### config.mk
export PLATFORM = sky130hd
export DESIGN_NAME = sync_loss_detect
export DESIGN_NICKNAME = d
export VERILOG_FILES = /design/src/rtl/sld_pkg.sv /design/src/rtl/sld_line_counter.sv /design/src/rtl/sld_loss_ctrl.sv /design/src/rtl/sync_loss_detect.sv
export SDC_FILE = /design/constraint.sdc
export NUM_CORES = 1
export LEC_CHECK = 0
export ABC_AREA = 1
export BUFFER_PORTS_ARGS = -buffer_cell sky130_fd_sc_hd__clkbuf_2
export CAP_MARGIN = 20
export CORE_AREA = 4 4 41 43
export CTS_BUF_LIST = sky130_fd_sc_hd__clkbuf_8
export CTS_CLUSTER_DIAMETER = 40
export DETAILED_ROUTE_END_ITERATION = 10
export DIE_AREA = 0 0 45 47
export GPL_TIMING_DRIVEN = 0
export PLACE_DENSITY = 0.8
export SYNTH_ARGS = -nofsm -noshare
export SYNTH_HDL_FRONTEND = slang
export SYNTH_HIERARCHICAL = 1
export SYNTH_SLANG_ARGS = --single-unit
### constraint.sdc
create_clock -name clk -period 1.71 [get_ports clk]
set_clock_uncertainty 0.1 [all_clocks]
set_input_delay 0.171 -clock clk [delete_from_list [all_inputs] [get_ports clk]]
set_output_delay 0.171 -clock clk [all_outputs]
set_load 0.01 [all_outputs]
### src/rtl/sld_pkg.sv
package sld_pkg;
    localparam int NTSC_LINES = 269;
    localparam int PAL_LINES  = 321;
    localparam int CNT_W      = $clog2(PAL_LINES);

    typedef struct packed {
        logic [CNT_W-1:0] cnt;
        logic             pal;
    } lc_state_t;

    typedef struct packed {
        logic ns;
        logic line_ref;
        logic sync_ref;
        logic pol;
    } ctl_state_t;
endpackage

### src/rtl/sld_line_counter.sv
module sld_line_counter
    import sld_pkg::*;
#(
    parameter int NTSC_N = NTSC_LINES,
    parameter int PAL_N  = PAL_LINES,
    localparam int W     = $clog2(PAL_N > NTSC_N ? PAL_N : NTSC_N)
) (
    input  logic clk,
    input  logic rst,
    input  logic line_tick,
    input  logic restart,
    input  logic std_pal,
    output logic wrap
);
    localparam logic [W-1:0] NTSC_TC = W'(NTSC_N - 1);
    localparam logic [W-1:0] PAL_TC  = W'(PAL_N - 1);

    logic [W-1:0] cnt_q, cnt_d, tc;
    logic         pal_q, pal_d;

    always_comb begin
        tc    = pal_q ? PAL_TC : NTSC_TC;
        wrap  = line_tick && !restart && (cnt_q == tc);
        cnt_d = cnt_q;
        pal_d = pal_q;
        if (restart) begin
            cnt_d = '0;
        end else if (wrap) begin
            cnt_d = '0;
            pal_d = std_pal;
        end else if (line_tick) begin
            cnt_d = cnt_q + 1'b1;
        end
    end

    always_ff @(posedge clk) begin
        if (rst) begin
            cnt_q <= '0;
            pal_q <= std_pal;
        end else begin
            cnt_q <= cnt_d;
            pal_q <= pal_d;
        end
    end

    a_r1_cnt_bound: assert property (@(posedge clk) disable iff (rst)
        cnt_q <= tc);
    a_r3_std_held: assert property (@(posedge clk) disable iff (rst)
        (!$past(rst) && !$past(wrap)) |-> $stable(pal_q));
    a_r2_restart_zero: assert property (@(posedge clk) disable iff (rst)
        restart |=> (cnt_q == '0));
endmodule

### src/rtl/sld_loss_ctrl.sv
module sld_loss_ctrl
    import sld_pkg::*;
(
    input  logic clk,
    input  logic rst,
    input  logic line_tick,
    input  logic restart,
    input  logic wrap,
    output logic no_signal,
    output logic vref,
    output logic frame_pol
);
    ctl_state_t s_q, s_d;

    always_comb begin
        s_d          = s_q;
        s_d.sync_ref = restart;
        if (restart) begin
            s_d.ns       = 1'b0;
            s_d.line_ref = 1'b0;
            s_d.pol      = ~s_q.pol;
        end else if (wrap) begin
            s_d.ns       = 1'b1;
            s_d.line_ref = 1'b1;
            s_d.pol      = ~s_q.pol;
        end else if (line_tick) begin
            s_d.line_ref = 1'b0;
        end
    end

    always_ff @(posedge clk) begin
        if (rst) begin
            s_q <= '{ns: 1'b1, line_ref: 1'b0, sync_ref: 1'b0, pol: 1'b0};
        end else begin
            s_q <= s_d;
        end
    end

    assign no_signal = s_q.ns;
    assign vref      = s_q.sync_ref | s_q.line_ref;
    assign frame_pol = s_q.pol;

    a_r2_sync_clears: assert property (@(posedge clk) disable iff (rst)
        restart |=> (!no_signal && vref));
    a_r4_line_ref_in_loss: assert property (@(posedge clk) disable iff (rst)
        $rose(s_q.line_ref) |-> no_signal);
    a_r6_pol_with_vref: assert property (@(posedge clk) disable iff (rst)
        (!$past(rst) && !$stable(frame_pol)) |-> vref);
    a_r1_wrap_sets_loss: assert property (@(posedge clk) disable iff (rst)
        wrap |=> no_signal);
endmodule

### src/rtl/sync_loss_detect.sv
module sync_loss_detect
    import sld_pkg::*;
#(
    parameter int NTSC_N = NTSC_LINES,
    parameter int PAL_N  = PAL_LINES
) (
    input  logic clk,
    input  logic rst,
    input  logic line_tick,
    input  logic vsync_det,
    input  logic std_pal,
    output logic no_signal,
    output logic vref,
    output logic frame_pol,
    output logic pd_drive_en,
    output logic hpll_free
);
    logic wrap;

    sld_line_counter #(.NTSC_N(NTSC_N), .PAL_N(PAL_N)) u_cnt (
        .clk       (clk),
        .rst       (rst),
        .line_tick (line_tick),
        .restart   (vsync_det),
        .std_pal   (std_pal),
        .wrap      (wrap)
    );

    sld_loss_ctrl u_ctl (
        .clk       (clk),
        .rst       (rst),
        .line_tick (line_tick),
        .restart   (vsync_det),
        .wrap      (wrap),
        .no_signal (no_signal),
        .vref      (vref),
        .frame_pol (frame_pol)
    );

    assign pd_drive_en = ~no_signal;
    assign hpll_free   = no_signal;

    a_r7_float_in_loss: assert property (@(posedge clk) disable iff (rst)
        no_signal |-> (!pd_drive_en && hpll_free));
endmodule

# After elaboration in Yosys (flattened, before gate mapping)
# Cells that the tools add are included.
# Widths: inputs -> output; s select.
[op_classes]
addsub = 1
reduce_logical = 9
mux = 10
n_bitwise = 3
n_eq_ne = 2
[ops]
columns = ["op", "count"]
rows = [
  ["$add 9x1->9 const B", 1],
  ["$eq 9x9->1", 1],
  ["$mux 1", 8],
  ["$mux 7", 1],
  ["$reduce_bool 2->1", 3],
  ["$reduce_or 3->1", 1],
  ["$logic_and 1x1->1", 2],
  ["$mux 2", 1],
  ["$ne 2x2->1 const B", 1],
  ["$not 1->1", 2],
  ["$reduce_and 2->1", 1],
  ["$reduce_or 2->1", 1],
  ["$logic_not 1->1", 1],
  ["$or 1x1->1", 1],
]
[totals]
in_bits = 5
wordCells = 31
reg_bits = 14
output_inout_bits = 5

# Longest topological paths before layout
# Gate-level depths: netlist of the first run.
[logic_depth]
depth_word = 6
depth_mapped = 12

# Cells and area by module
# The synthesis of the first run kept the hierarchy.
[by_module_without_submodules]
columns = ["mod", "area_per_inst_um2", "cells_per_inst", "instances"]
rows = [
  ["sld_line_counter", 561.8, 74, 1],
  ["sld_loss_ctrl", 150.1, 20, 1],
  ["sync_loss_detect", 11.3, 2, 1],
]

# Worst setup path before layout of the first run
# No wires, ideal clock.
[synth_timing]
kind = "flip-flop to flip-flop"
from = "register u_cnt.cnt_q[0]"
to = "register u_ctl.s_q (netlist bit u_ctl/frame_pol)"
setup_ns = 0.114
period_less_slack_ns = 1.384
path_buffers = 0
arrival_ns = 1.170
path_stages_with_launch = 13
setup_slack_ns = 0.326
cell_sequence = "dfxtp_1 inv_1 ha_1 inv_1 nor2_1 nand2_1 nor2_2 nand3_2 inv_1 nor2_2 nand2_1 nand2_1 nor2_2"
[synth_via]
elab_chain_cells = 3
[synth_rtl]
columns = ["element", "line_no", "rtl"]
rows = [
  ["start, declared", "sld_line_counter.sv:18", "logic [W-1:0] cnt_q, cnt_d, tc;"],
  ["start signal, assigned", "sld_line_counter.sv:41", "cnt_q <= cnt_d;"],
  ["$eq 9x9->1", "sld_line_counter.sv:23", "wrap = line_tick && !restart && (cnt_q == tc);"],
  ["$logic_and 1x1->1", "sld_line_counter.sv:23", ""],
  ["net wrap", "sync_loss_detect.sv:18", "logic wrap;"],
  ["$reduce_bool 2->1 (no source line)", "-", ""],
  ["end signal, assigned", "sld_loss_ctrl.sv:33", "s_q <= '{ns: 1'b1, line_ref: 1'b0, sync_ref: 1'b0, pol: 1'b0};"],
  ["end, declared", "sld_loss_ctrl.sv:13", "ctl_state_t s_q, s_d;"],
]
# The timed path passes the listed nets, and every way through them passes these cells.
# A chain may end at the register's enable or synchronous reset.

# Final worst setup path of the first run
# Same ends and word-level chain as after synthesis.

==> metrics.md, run 1 <==
| Metric | Value |
|---|---|
| Area of the multi-input gates | `354 um^2` |
| Total power draw | `0.713 mW` |
| Peak VDD IR | `0.527 mV` |
| Largest net degree at the start of global routing | `10` |
| FF+latch count, synth | `14` |
| Overall routed net length | `1260 um` |
| FF-to-FF End | `u_ctl/frame_pol$_SDFFE_PP0P_` |
| DP Wirelength | `948 um` |
| Commonest non-fill, non-tap cell in the layout | `inv_1` |
| Most frequent cells in the layout | `inv_1, nor2_1, nand2_1` |
| Setup ws final | `0.194 ns` |
| Final setup fails | `0` |
| Critical R2R Launch | `u_cnt/cnt_q[0]$_SDFFE_PP0P_` |
| Top delay family on crit path | `simple AND/OR/NAND/NOR gates` |
| Crit-path max FO | `4` |
| Post-DP Area | `787 um^2` |
| GP Congestion | `0.735` |
| GRT overflow | `0` |
| Buffers on Ports | `9` |
| Hold path depth | `1` |
| Area growth from synthesis to layout | `16.4%` |
| Crit share post-route | `88.6%` |
| Max cap viols | `0` |
| Clock latency on the worst-skew pair | `0.24 ns` |
| Post-CTS Setup Bufs | `0` |
| Post-CTS resize count | `0` |
| Gr usage total | `15.6%` |
| Worst Tran Pin Value | `0.245 ns` |
| Worst setup SP type | `register` |
| Status | `finished, final reports clean` |
| WP data required | `1.75 ns` |
| Hold Startpoint | `std_pal` |
| Worst setup EP type | `register` |
| Vias in the first global route | `574` |
| Via/cell ratio | `4.85` |
| Area of the core | `1300 um^2` |
| Worst hold slack | `0.0102 ns` |
| I/O pin total | `10` |
| Cells after Synth | `96` |
| Ant. Diodes | `0` |
| Synth Warn # | `6` |
| Die Width | `45 um` |
| Mean Syn Cell Area | `7.53 um^2` |
| CP arrival | `1.55 ns` |
| Setup slack, reg-to-reg | `0.19 ns` |
| Largest stage delay on the critical path | `0.41 ns` |
| Register area | `290 um^2` |
| CP bufs+invs | `3` |
| Residual DRC | `0` |
| Yosys cell types | `20` |
| Syn Nets | `103` |
| Fill cells | `120` |
| Dpl ws | `0.215 ns` |
| Global-route wire length before repair | `2340 um` |
| Num CTS Buffers | `3` |
| Placed cells | `120` |
| Final setup TNS | `0 ns` |
| CP max stage cell | `dfxtp_1` |
| DR pass1 iterations | `4` |
| Wire length per cell | `10.2 um` |
| RSZ-0062 raised after global routing | `false` |
| Die H | `47 um` |
| Root Buffer | `clkbuf_8` |
| PwrDens | `846 nW/um^2` |
| Leakage power | `0.387 nW` |
| Worst Hold End | `u_cnt/pal_q$_DFFE_PP_` |
| Initial Util | `55.6%` |
| Crit path kind | `register to register` |
| Final core occ | `64.7%` |
| Seq/Total Area, Yosys | `40.1%` |
| Clock Sinks | `14` |
| Vias | `601` |
| R2R depth | `12` |
| CTS max path bufs | `2` |
| Netlist Area Pre-Place | `723 um^2` |
| Minimum clock period | `1.52 ns` |
| H-tree depth | `1` |
| Non-Filler Instances | `124` |
| Design Area, Final | `842 um^2` |
| Cts hold-fix bufs | `0` |
| # nets final | `117` |
| Max Slew Vio Count | `0` |
| Row cnt | `13` |
| Max-slew headroom | `83.6%` |
| Die area | `2120 um^2` |
| CP cell instances | `inv_1 > ha_1 > inv_1 > nor2_1 > nand2_1 > nor2_2 > nand3_2 > inv_1 > nor2_2 > nand2_1 > nand2_1 > nor2_2` |
| CTS tree | `done` |
| Worst Hold Class | `input port to register` |
| Endpoints failing hold | `0` |
| Peak Freq | `0.660 GHz` |
| Initial DRC Count | `21` |
| ANT nets after route | `0` |
| Clock-pin slew on the worst setup and hold paths | `0.06 ns` |
| Layout cell share with drive strength beyond 1 | `25.7%` |
| Antenna violations before repair | `0` |
logic make-up after synthesis:
kind of cell	Yosys count	synth area share (%)
compound gates	5	4.33
xor+xnor	6	7.27
fa+ha+maj	2	3.46
buf+inv	20	10.9
flops	14	40.1
simple gates	49	33.9
metal layers:
layer / vias to the layer above / global-route usage (%) / share of wire, % / wire, um
met5: - / 0 / 0 / 0
li1: 312 / - / - / -
met3: 2 / 3.45 / 5.8 / 73
met4: 0 / 8.77 / 0.79 / 10
met1: 267 / 16.9 / 41 / 522
met2: 20 / 28.0 / 52 / 655
synthesized netlist by cell type:
cell type | instances | share of area (%)
edfxtp_1 | 1 | 4.2
nand3_2 | 2 | 2.8
dfxtp_1 | 13 | 36
xnor2_1 | 1 | 1.2
nor2_2 | 5 | 4.3
xor2_1 | 5 | 6.1
nand2_2 | 3 | 2.6
or2_2 | 1 | 0.87
ha_1 | 2 | 3.5
inv_1 | 19 | 9.9
a21oi_1 | 2 | 1.4
o21ai_0 | 2 | 1.4
nor3_1 | 1 | 0.69
buf_4 | 1 | 1.0
nor2_4 | 1 | 1.6
nand3_4 | 1 | 2.4
nand2_1 | 16 | 8.3
nor2_1 | 16 | 8.3
nand3_1 | 3 | 2.1
o21bai_2 | 1 | 1.6
cell type report:
cell class / instances / share of cell area, %
tap: 15 / 2.23
sequential: 14 / 34.5
timing repair buffer: 9 / 5.35
buffer: 1 / 0.892
multi-input combinational: 62 / 42.1
clock buffer: 4 / 6.54
inverter: 19 / 8.47
worst max path at each step:
stage                                      startpoint                           end  slack, ns  cells after the start
after floorplan           u_cnt/cnt_q[0]$_SDFFE_PP0P_  u_ctl/frame_pol$_SDFFE_PP0P_       0.33                     12
after detailed placement  u_cnt/cnt_q[0]$_SDFFE_PP0P_  u_ctl/frame_pol$_SDFFE_PP0P_       0.21                     12
final                     u_cnt/cnt_q[0]$_SDFFE_PP0P_  u_ctl/frame_pol$_SDFFE_PP0P_       0.19                     12
after global placement    u_cnt/cnt_q[0]$_SDFFE_PP0P_  u_ctl/frame_pol$_SDFFE_PP0P_       0.24                     12
after global routing      u_cnt/cnt_q[0]$_SDFFE_PP0P_  u_ctl/frame_pol$_SDFFE_PP0P_      0.005                     11
after CTS                 u_cnt/cnt_q[0]$_SDFFE_PP0P_  u_ctl/frame_pol$_SDFFE_PP0P_       0.18                     11
flip-flops by register name, summed over array words and instances, names as in the netlist:
signal and count:
u_cnt/pal_q 1, u_ctl/s_q 2, u_cnt/cnt_q 9, u_ctl/frame_pol 1
u_ctl/no_signal 1
power breakdown:
| part | leakage [nW] | switching, mW | total [mW] | internal [mW] |
|---|---|---|---|---|
| logic | 0.242 | 0.0310 | 0.0532 | 0.0222 |
| registers | 0.116 | 0.00571 | 0.345 | 0.339 |
| clock network | 0.0288 | 0.111 | 0.315 | 0.204 |
| total | 0.387 | 0.148 | 0.713 | 0.565 |
(Power assumes the default switching activity.)
==> run 2, diff against run 1 <==
--- a/config.mk
+++ b/config.mk
@@ -8,13 +8,16 @@
 export ABC_AREA = 1
 export BUFFER_PORTS_ARGS = -buffer_cell sky130_fd_sc_hd__clkbuf_2
 export CAP_MARGIN = 20
-export CORE_AREA = 4 4 41 43
+export CELL_PAD_IN_SITES_DETAIL_PLACEMENT = 1
+export CELL_PAD_IN_SITES_GLOBAL_PLACEMENT = 1
+export CORE_ASPECT_RATIO = 0.9
+export CORE_MARGIN = 4
+export CORE_UTILIZATION = 42
 export CTS_BUF_LIST = sky130_fd_sc_hd__clkbuf_8
 export CTS_CLUSTER_DIAMETER = 40
 export DETAILED_ROUTE_END_ITERATION = 10
-export DIE_AREA = 0 0 45 47
 export GPL_TIMING_DRIVEN = 0
-export PLACE_DENSITY = 0.8
+export PLACE_DENSITY = 0.84
 export SYNTH_ARGS = -nofsm -noshare
 export SYNTH_HDL_FRONTEND = slang
 export SYNTH_HIERARCHICAL = 1
==> metrics.md, run 2 (synthesized netlist as in run 1, its figures left out) <==
| Metric | Value |
|---|---|
| Endpoints failing hold | `0 (unchanged)` |
| Crit-path max FO | `3 (-1)` |
| Commonest non-fill, non-tap cell in the layout | `inv_1` |
| Reg with most FFs | `u_cnt/cnt_q` |
| Worst setup EP type | `register` |
| Leakage power | `0.389 nW (+0.57%)` |
| I/O pin total | `10 (unchanged)` |
| Buffers on Ports | `9 (unchanged)` |
| Die Width | `51.7 um (+15%)` |
| Worst Hold Class | `input port to register` |
| Clock latency on the worst-skew pair | `0.25 ns (about the same)` |
| CP max stage cell | `dfxtp_1` |
| H-tree depth | `1 (unchanged)` |
| GP Congestion | `0.794 (+8.0%)` |
| Final setup fails | `0 (unchanged)` |
| Root Buffer | `clkbuf_8` |
| CP cell instances | `inv_1 > ha_1 > inv_1 > nor2_2 > nand2_1 > nor2_2 > nand3_2 > inv_2 > nor2_2 > nand2_1 > nand2_1 > nor2_2` |
| Initial DRC Count | `1 (-95%)` |
| Peak Freq | `0.670 GHz (+1.5%)` |
| Cell mode on critical path | `nor2_2` |
| Most frequent cells in the layout | `inv_1, nand2_1, nor2_1` |
| Row cnt | `13 (unchanged)` |
| Residual DRC | `0 (unchanged)` |
| Top flop regs | `u_cnt/cnt_q (9), u_ctl/s_q (2)` |
| Ant. Diodes | `0 (unchanged)` |
| Peak VDD IR | `0.705 mV (+34%)` |
| Layout cell share with drive strength beyond 1 | `28.2% (+2.5 points)` |
| Minimum clock period | `1.49 ns (-0.0226 ns)` |
| RSZ-0062 raised after global routing | `false` |
| Dpl ws | `0.152 ns (-0.0627 ns)` |
| Worst Tran Pin Value | `0.213 ns (-0.0315 ns)` |
| Global-route wire length before repair | `2590 um (+11%)` |
| Max Slew Vio Count | `0 (unchanged)` |
| Number of flip-flops in the largest register | `9 (unchanged)` |
| Max cap viols | `0 (unchanged)` |
| Gr usage total | `15.7% (+0.16 points)` |
| Area of the core | `1530 um^2 (+18%)` |
| Wire length per cell | `10.8 um (+6.4%)` |
| Max-slew headroom | `85.7% (+2.1 points)` |
| CTS tree | `done` |
| Antenna violations before repair | `0 (unchanged)` |
| Die H | `47.4 um (+0.78%)` |
| CTS max path bufs | `2 (unchanged)` |
| Num CTS Buffers | `3 (unchanged)` |
| Vias | `586 (-2.5%)` |
| DR pass1 iterations | `3 (-1)` |
| Area growth from synthesis to layout | `19.6%` |
| Largest net degree at the start of global routing | `10 (unchanged)` |
| Setup ws final | `0.217 ns (+0.0226 ns)` |
| Design Area, Final | `865 um^2 (+2.7%)` |
| WP data required | `1.75 ns (about the same)` |
| Crit share post-route | `87.3% (-1.3 points)` |
| Clock Sinks | `14 (unchanged)` |
| Overall routed net length | `1430 um (+13%)` |
| Via/cell ratio | `4.44 (-8.4%)` |
| DP Wirelength | `1110 um (+17%)` |
| Die area | `2450 um^2 (+16%)` |
| GRT overflow | `0 (unchanged)` |
| ANT nets after route | `0 (unchanged)` |
| Post-DP Area | `796 um^2 (+1.1%)` |
| Vias in the first global route | `607 (+5.7%)` |
| Final setup TNS | `0 ns (unchanged)` |
| CP arrival | `1.54 ns (about the same)` |
| PwrDens | `836 nW/um^2 (-1.2%)` |
| Crit path kind | `register to register` |
| Clock-pin slew on the worst setup and hold paths | `0.06 ns (about the same)` |
| Status | `finished, final reports clean` |
| Largest stage delay on the critical path | `0.37 ns (-0.04 ns)` |
| Initial Util | `47.3% (-8.3 points)` |
| Worst setup SP type | `register` |
| # nets final | `118 (+0.85%)` |
## run 2: changes by cell type in the layout (fill, tap and decap cells not counted), sizes merged
cell	change
dlygate4sd3	+1
## run 2: worst paths after layout
check,from,endpoint,slack (ns),depth (start not counted)
worst max-delay path,u_cnt/cnt_q[1]$_SDFFE_PP0P_,u_ctl/frame_pol$_SDFFE_PP0P_,0.22,12
worst min-delay path,rst,u_ctl/s_q[1]$_SDFF_PP0_,0.03,2
worst max register to register,u_cnt/cnt_q[1]$_SDFFE_PP0P_,u_ctl/frame_pol$_SDFFE_PP0P_,0.22,12
worst min register to register,u_ctl/s_q[2]$_SDFFE_PP0P_,u_ctl/s_q[2]$_SDFFE_PP0P_,0.39,2
## run 2: area by class of cell
class	instances	area, um^2
Fill cell	215	664
Sequential cell	14	292
Inverter	19	71.3
Timing Repair Buffer	10	55.1
Clock buffer	4	55.1
Tap cell	22	27.5
Buffer	1	7.51
Multi-Input combinational cell	62	357
## run 2: repair_timing
action / CTS / global route
setup endpoints to repair: 0 / 1
hold buffers: 1 / 0
buffers inserted: 0 / 0
hold endpoints to repair: 1 / 0
gates resized for setup: 0 / 3
## run 2: routing by layer
metal | track usage, % | vias up | share of wire (%)
met5 | 0 | - | 0
met3 | 5.71 | 5 | 3.7
met4 | 11.0 | 0 | 2.9
met2 | 26.6 | 6 | 48
li1 | - | 312 | -
met1 | 16.7 | 263 | 45
## run 2: stage by stage
step | hold WS, ns | instances | power, mW | util, %
after CTS | 0.0259 | 132 | 0.740 | 56.3
final | 0.0270 | 132 | 0.723 | 56.5
after floorplan | 0.143 | 96 | 0.383 | -
after detailed placement | 0.250 | 127 | 0.406 | 52.0
after global placement | 0.250 | 127 | 0.403 | 52.0
after global routing | 0.0283 | 132 | 0.770 | 56.5
## run 2: where the power goes
group / switching [mW] / internal, mW
Sequential: 0.00589 / 0.339
Clock: 0.118 / 0.204
Combinational: 0.0321 / 0.0240
Total: 0.156 / 0.567
## run 2: worst max-delay path: cells and delay by family, from the launching register on
kind	cells	cell delay, ns
AND/OR/NAND/NOR	8	0.55
flip-flops	1	0.37
buffers and inverters	3	0.20
adder cells (fa/ha/maj)	1	0.18
==> run 3, diff against run 2 <==
==> constraint.sdc (replaced) <==
create_clock -name clk -period 1.71 [get_ports clk]
set_clock_uncertainty 0.1 [all_clocks]
set_input_delay 0.171 -clock clk [delete_from_list [all_inputs] [get_ports clk]]
set_output_delay 0.171 -clock clk [all_outputs]
set_load 0.1 [all_outputs]
==> metrics.md, run 3 (synthesized netlist as in run 1, its figures left out) <==
| Metric | Value |
|---|---|
| Worst setup SP type | `register` |
| Clock Sinks | `14 (unchanged)` |
| RSZ-0062 raised after global routing | `false` |
| Total power draw | `0.729 mW (+0.89%)` |
| Seq pwr share | `47.3% (-0.4 points)` |
| Ant. Diodes | `0 (unchanged)` |
| GRT overflow | `0 (unchanged)` |
| ANT nets after route | `0 (unchanged)` |
| Post-CTS Setup Bufs | `0 (unchanged)` |
| Worst Hold Class | `input port to register` |
| Area growth from synthesis to layout | `17.8%` |
| Largest stage delay on the critical path | `0.41 ns (+0.04 ns)` |
| Die H | `47.4 um (unchanged)` |
| DR pass1 iterations | `2 (-1)` |
| Final setup TNS | `0 ns (unchanged)` |
| Root Buffer | `clkbuf_8` |
| CP cell instances | `inv_1 > ha_1 > inv_1 > nor2_1 > nand2_1 > nor2_2 > nand3_2 > inv_2 > o21ai_0 > nand2_1` |
| Sw Share | `28.6% (+7.0 points)` |
| Non-Filler Instances | `132 (unchanged)` |
| Leakage power | `0.386 nW (-0.66%)` |
| Area of the core | `1530 um^2 (unchanged)` |
| Clock latency on the worst-skew pair | `0.25 ns (about the same)` |
| WP data required | `1.73 ns (-0.02 ns)` |
| Top flop regs | `u_cnt/cnt_q (9), u_ctl/s_q (2)` |
| Gr usage total | `15.6% (-0.11 points)` |
| Number of flip-flops in the largest register | `9 (unchanged)` |
| Hold path depth | `2 (unchanged)` |
| P_int | `0.521 mW (-8.1%)` |
| Peak VDD IR | `0.573 mV (-19%)` |
| Num CTS Buffers | `3 (unchanged)` |
| Status | `finished, final reports clean` |
| Worst setup EP type | `register` |
| WP depth | `10 (-2)` |
| Endpoints failing hold | `0 (unchanged)` |
| Fill cells | `218 (+1.4%)` |
| CP bufs+invs | `3 (unchanged)` |
| Final setup fails | `0 (unchanged)` |
| Combinational Power Share | `15.2% (+7.4 points)` |
| Initial Util | `47.3% (unchanged)` |
| Placed cells | `127 (unchanged)` |
| Die area | `2450 um^2 (unchanged)` |
| Initial DRC Count | `2 (+1)` |
| Reg with most FFs | `u_cnt/cnt_q` |
| Wire length per cell | `11.3 um (+4.6%)` |
| Clock share of power | `37.5% (-7.0 points)` |
| Clock-pin slew on the worst setup and hold paths | `0.06 ns (about the same)` |
| Vias in the first global route | `574 (-5.4%)` |
| Layout cell share with drive strength beyond 1 | `26.4% (-1.8 points)` |
| # nets final | `118 (unchanged)` |
| Overall routed net length | `1490 um (+4.6%)` |
| Vias | `586 (unchanged)` |
| PwrDens | `856 nW/um^2 (+2.4%)` |
| CP max stage cell | `dfxtp_1` |
| Design Area, Final | `852 um^2 (-1.4%)` |
| Crit path kind | `register to register` |
| Crit share post-route | `92.1% (+4.8 points)` |
| Antenna violations before repair | `0 (unchanged)` |
| Switch Pwr | `0.208 mW (+34%)` |
| Max-slew headroom | `63.8% (-22 points)` |
| Die Width | `51.7 um (unchanged)` |
| Max Slew Vio Count | `0 (unchanged)` |
| Commonest non-fill, non-tap cell in the layout | `inv_1` |
| Top delay family on crit path | `flip-flops` |
| Global-route wire length before repair | `2590 um (-0.27%)` |
| DP Wirelength | `1140 um (+2.8%)` |
| CTS max path bufs | `2 (unchanged)` |
| Post-DP Area | `797 um^2 (+0.16%)` |
| I/O pin total | `10 (unchanged)` |
| CTS tree | `done` |
| R2R depth | `10 (-2)` |
| Worst Tran Pin Value | `0.545 ns (+0.332 ns)` |
| Buffers on Ports | `9 (unchanged)` |
| Row cnt | `13 (unchanged)` |
| Peak Freq | `0.635 GHz (-5.2%)` |
| Crit-path max FO | `4 (+1)` |
| Minimum clock period | `1.57 ns (+0.0816 ns)` |
| Largest net degree at the start of global routing | `10 (unchanged)` |
| Residual DRC | `0 (unchanged)` |
| GP Congestion | `0.789 (-0.65%)` |
| Area of the multi-input gates | `354 um^2 (-0.70%)` |
| H-tree depth | `1 (unchanged)` |
| Most frequent cells in the layout | `inv_1, nor2_1, nand2_1` |
| Register area | `292 um^2 (unchanged)` |
| Max cap viols | `0 (unchanged)` |
| CP arrival | `1.60 ns (+0.06 ns)` |
| Via/cell ratio | `4.44 (unchanged)` |
[run 3: what timing repair did]
action,CTS,global route
resized for setup,0,1
hold buffers,1,0
setup endpoints to repair,0,2
hold endpoints to repair,1,0
[run 3: power groups by stage]
stage / clock network, mW / registers, mW / logic [mW]
floorplan: 0 / 0.377 / 0.0618
global placement: 0 / 0.351 / 0.107
detailed placement: 0 / 0.352 / 0.109
CTS: 0.285 / 0.345 / 0.111
global route: 0.298 / 0.346 / 0.118
finish: 0.274 / 0.345 / 0.111
[run 3: area by class of cell]
type                    instances  share of cell area (%)
clock inverters                 1                   0.441
flip-flops and latches         14                    34.2
well taps                      22                    3.23
repair buffers                 10                    6.46
multi-input cells              62                    41.6
clock buffers                   3                    4.85
plain buffers                   1                   0.881
inverters                      19                    8.37
[run 3: worst paths after layout]
path | from | end | slack, ns
worst min register to register | u_ctl/s_q[2]$_SDFFE_PP0P_ | u_ctl/s_q[2]$_SDFFE_PP0P_ | 0.40
worst min-delay path | rst | u_ctl/s_q[1]$_SDFF_PP0_ | 0.02
worst max-delay path | u_cnt/cnt_q[0]$_SDFFE_PP0P_ | u_ctl/no_signal$_SDFFE_PP1P_ | 0.14
worst max register to register | u_cnt/cnt_q[0]$_SDFFE_PP0P_ | u_ctl/no_signal$_SDFFE_PP1P_ | 0.14
[run 3: metal layers]
metal  routed length (um)  vias to the layer above  part of all wire (%)  global-route usage [%]
met1                  695                      266                    47                    18.7
met5                    0                        -                     0                       0
met4                   17                        0                   1.1                    4.71
li1                     -                      312                     -                       -
met2                  718                        6                    48                    25.1
met3                   63                        2                   4.2                    7.62
[run 3: stage by stage]
step | hold WS [ns] | worst slack [ns] | util, %
floorplan | 0.143 | 0.240 | -
global placement | 0.256 | 0.216 | 52.1
detailed placement | 0.253 | 0.162 | 52.1
CTS | 0.0154 | 0.145 | 55.7
global route | 0.0226 | 0.0295 | 55.7
finish | 0.0177 | 0.135 | 55.7
[run 3: worst register-to-register path, stage by stage, from the launching register on]
cell,delay (ns)
dfxtp_1,0.41
inv_1,0.06
ha_1,0.19
inv_1,0.05
nor2_1,0.04
nand2_1,0.08
nor2_2,0.04
nand3_2,0.10
inv_2,0.07
o21ai_0,0.25
nand2_1,0.07
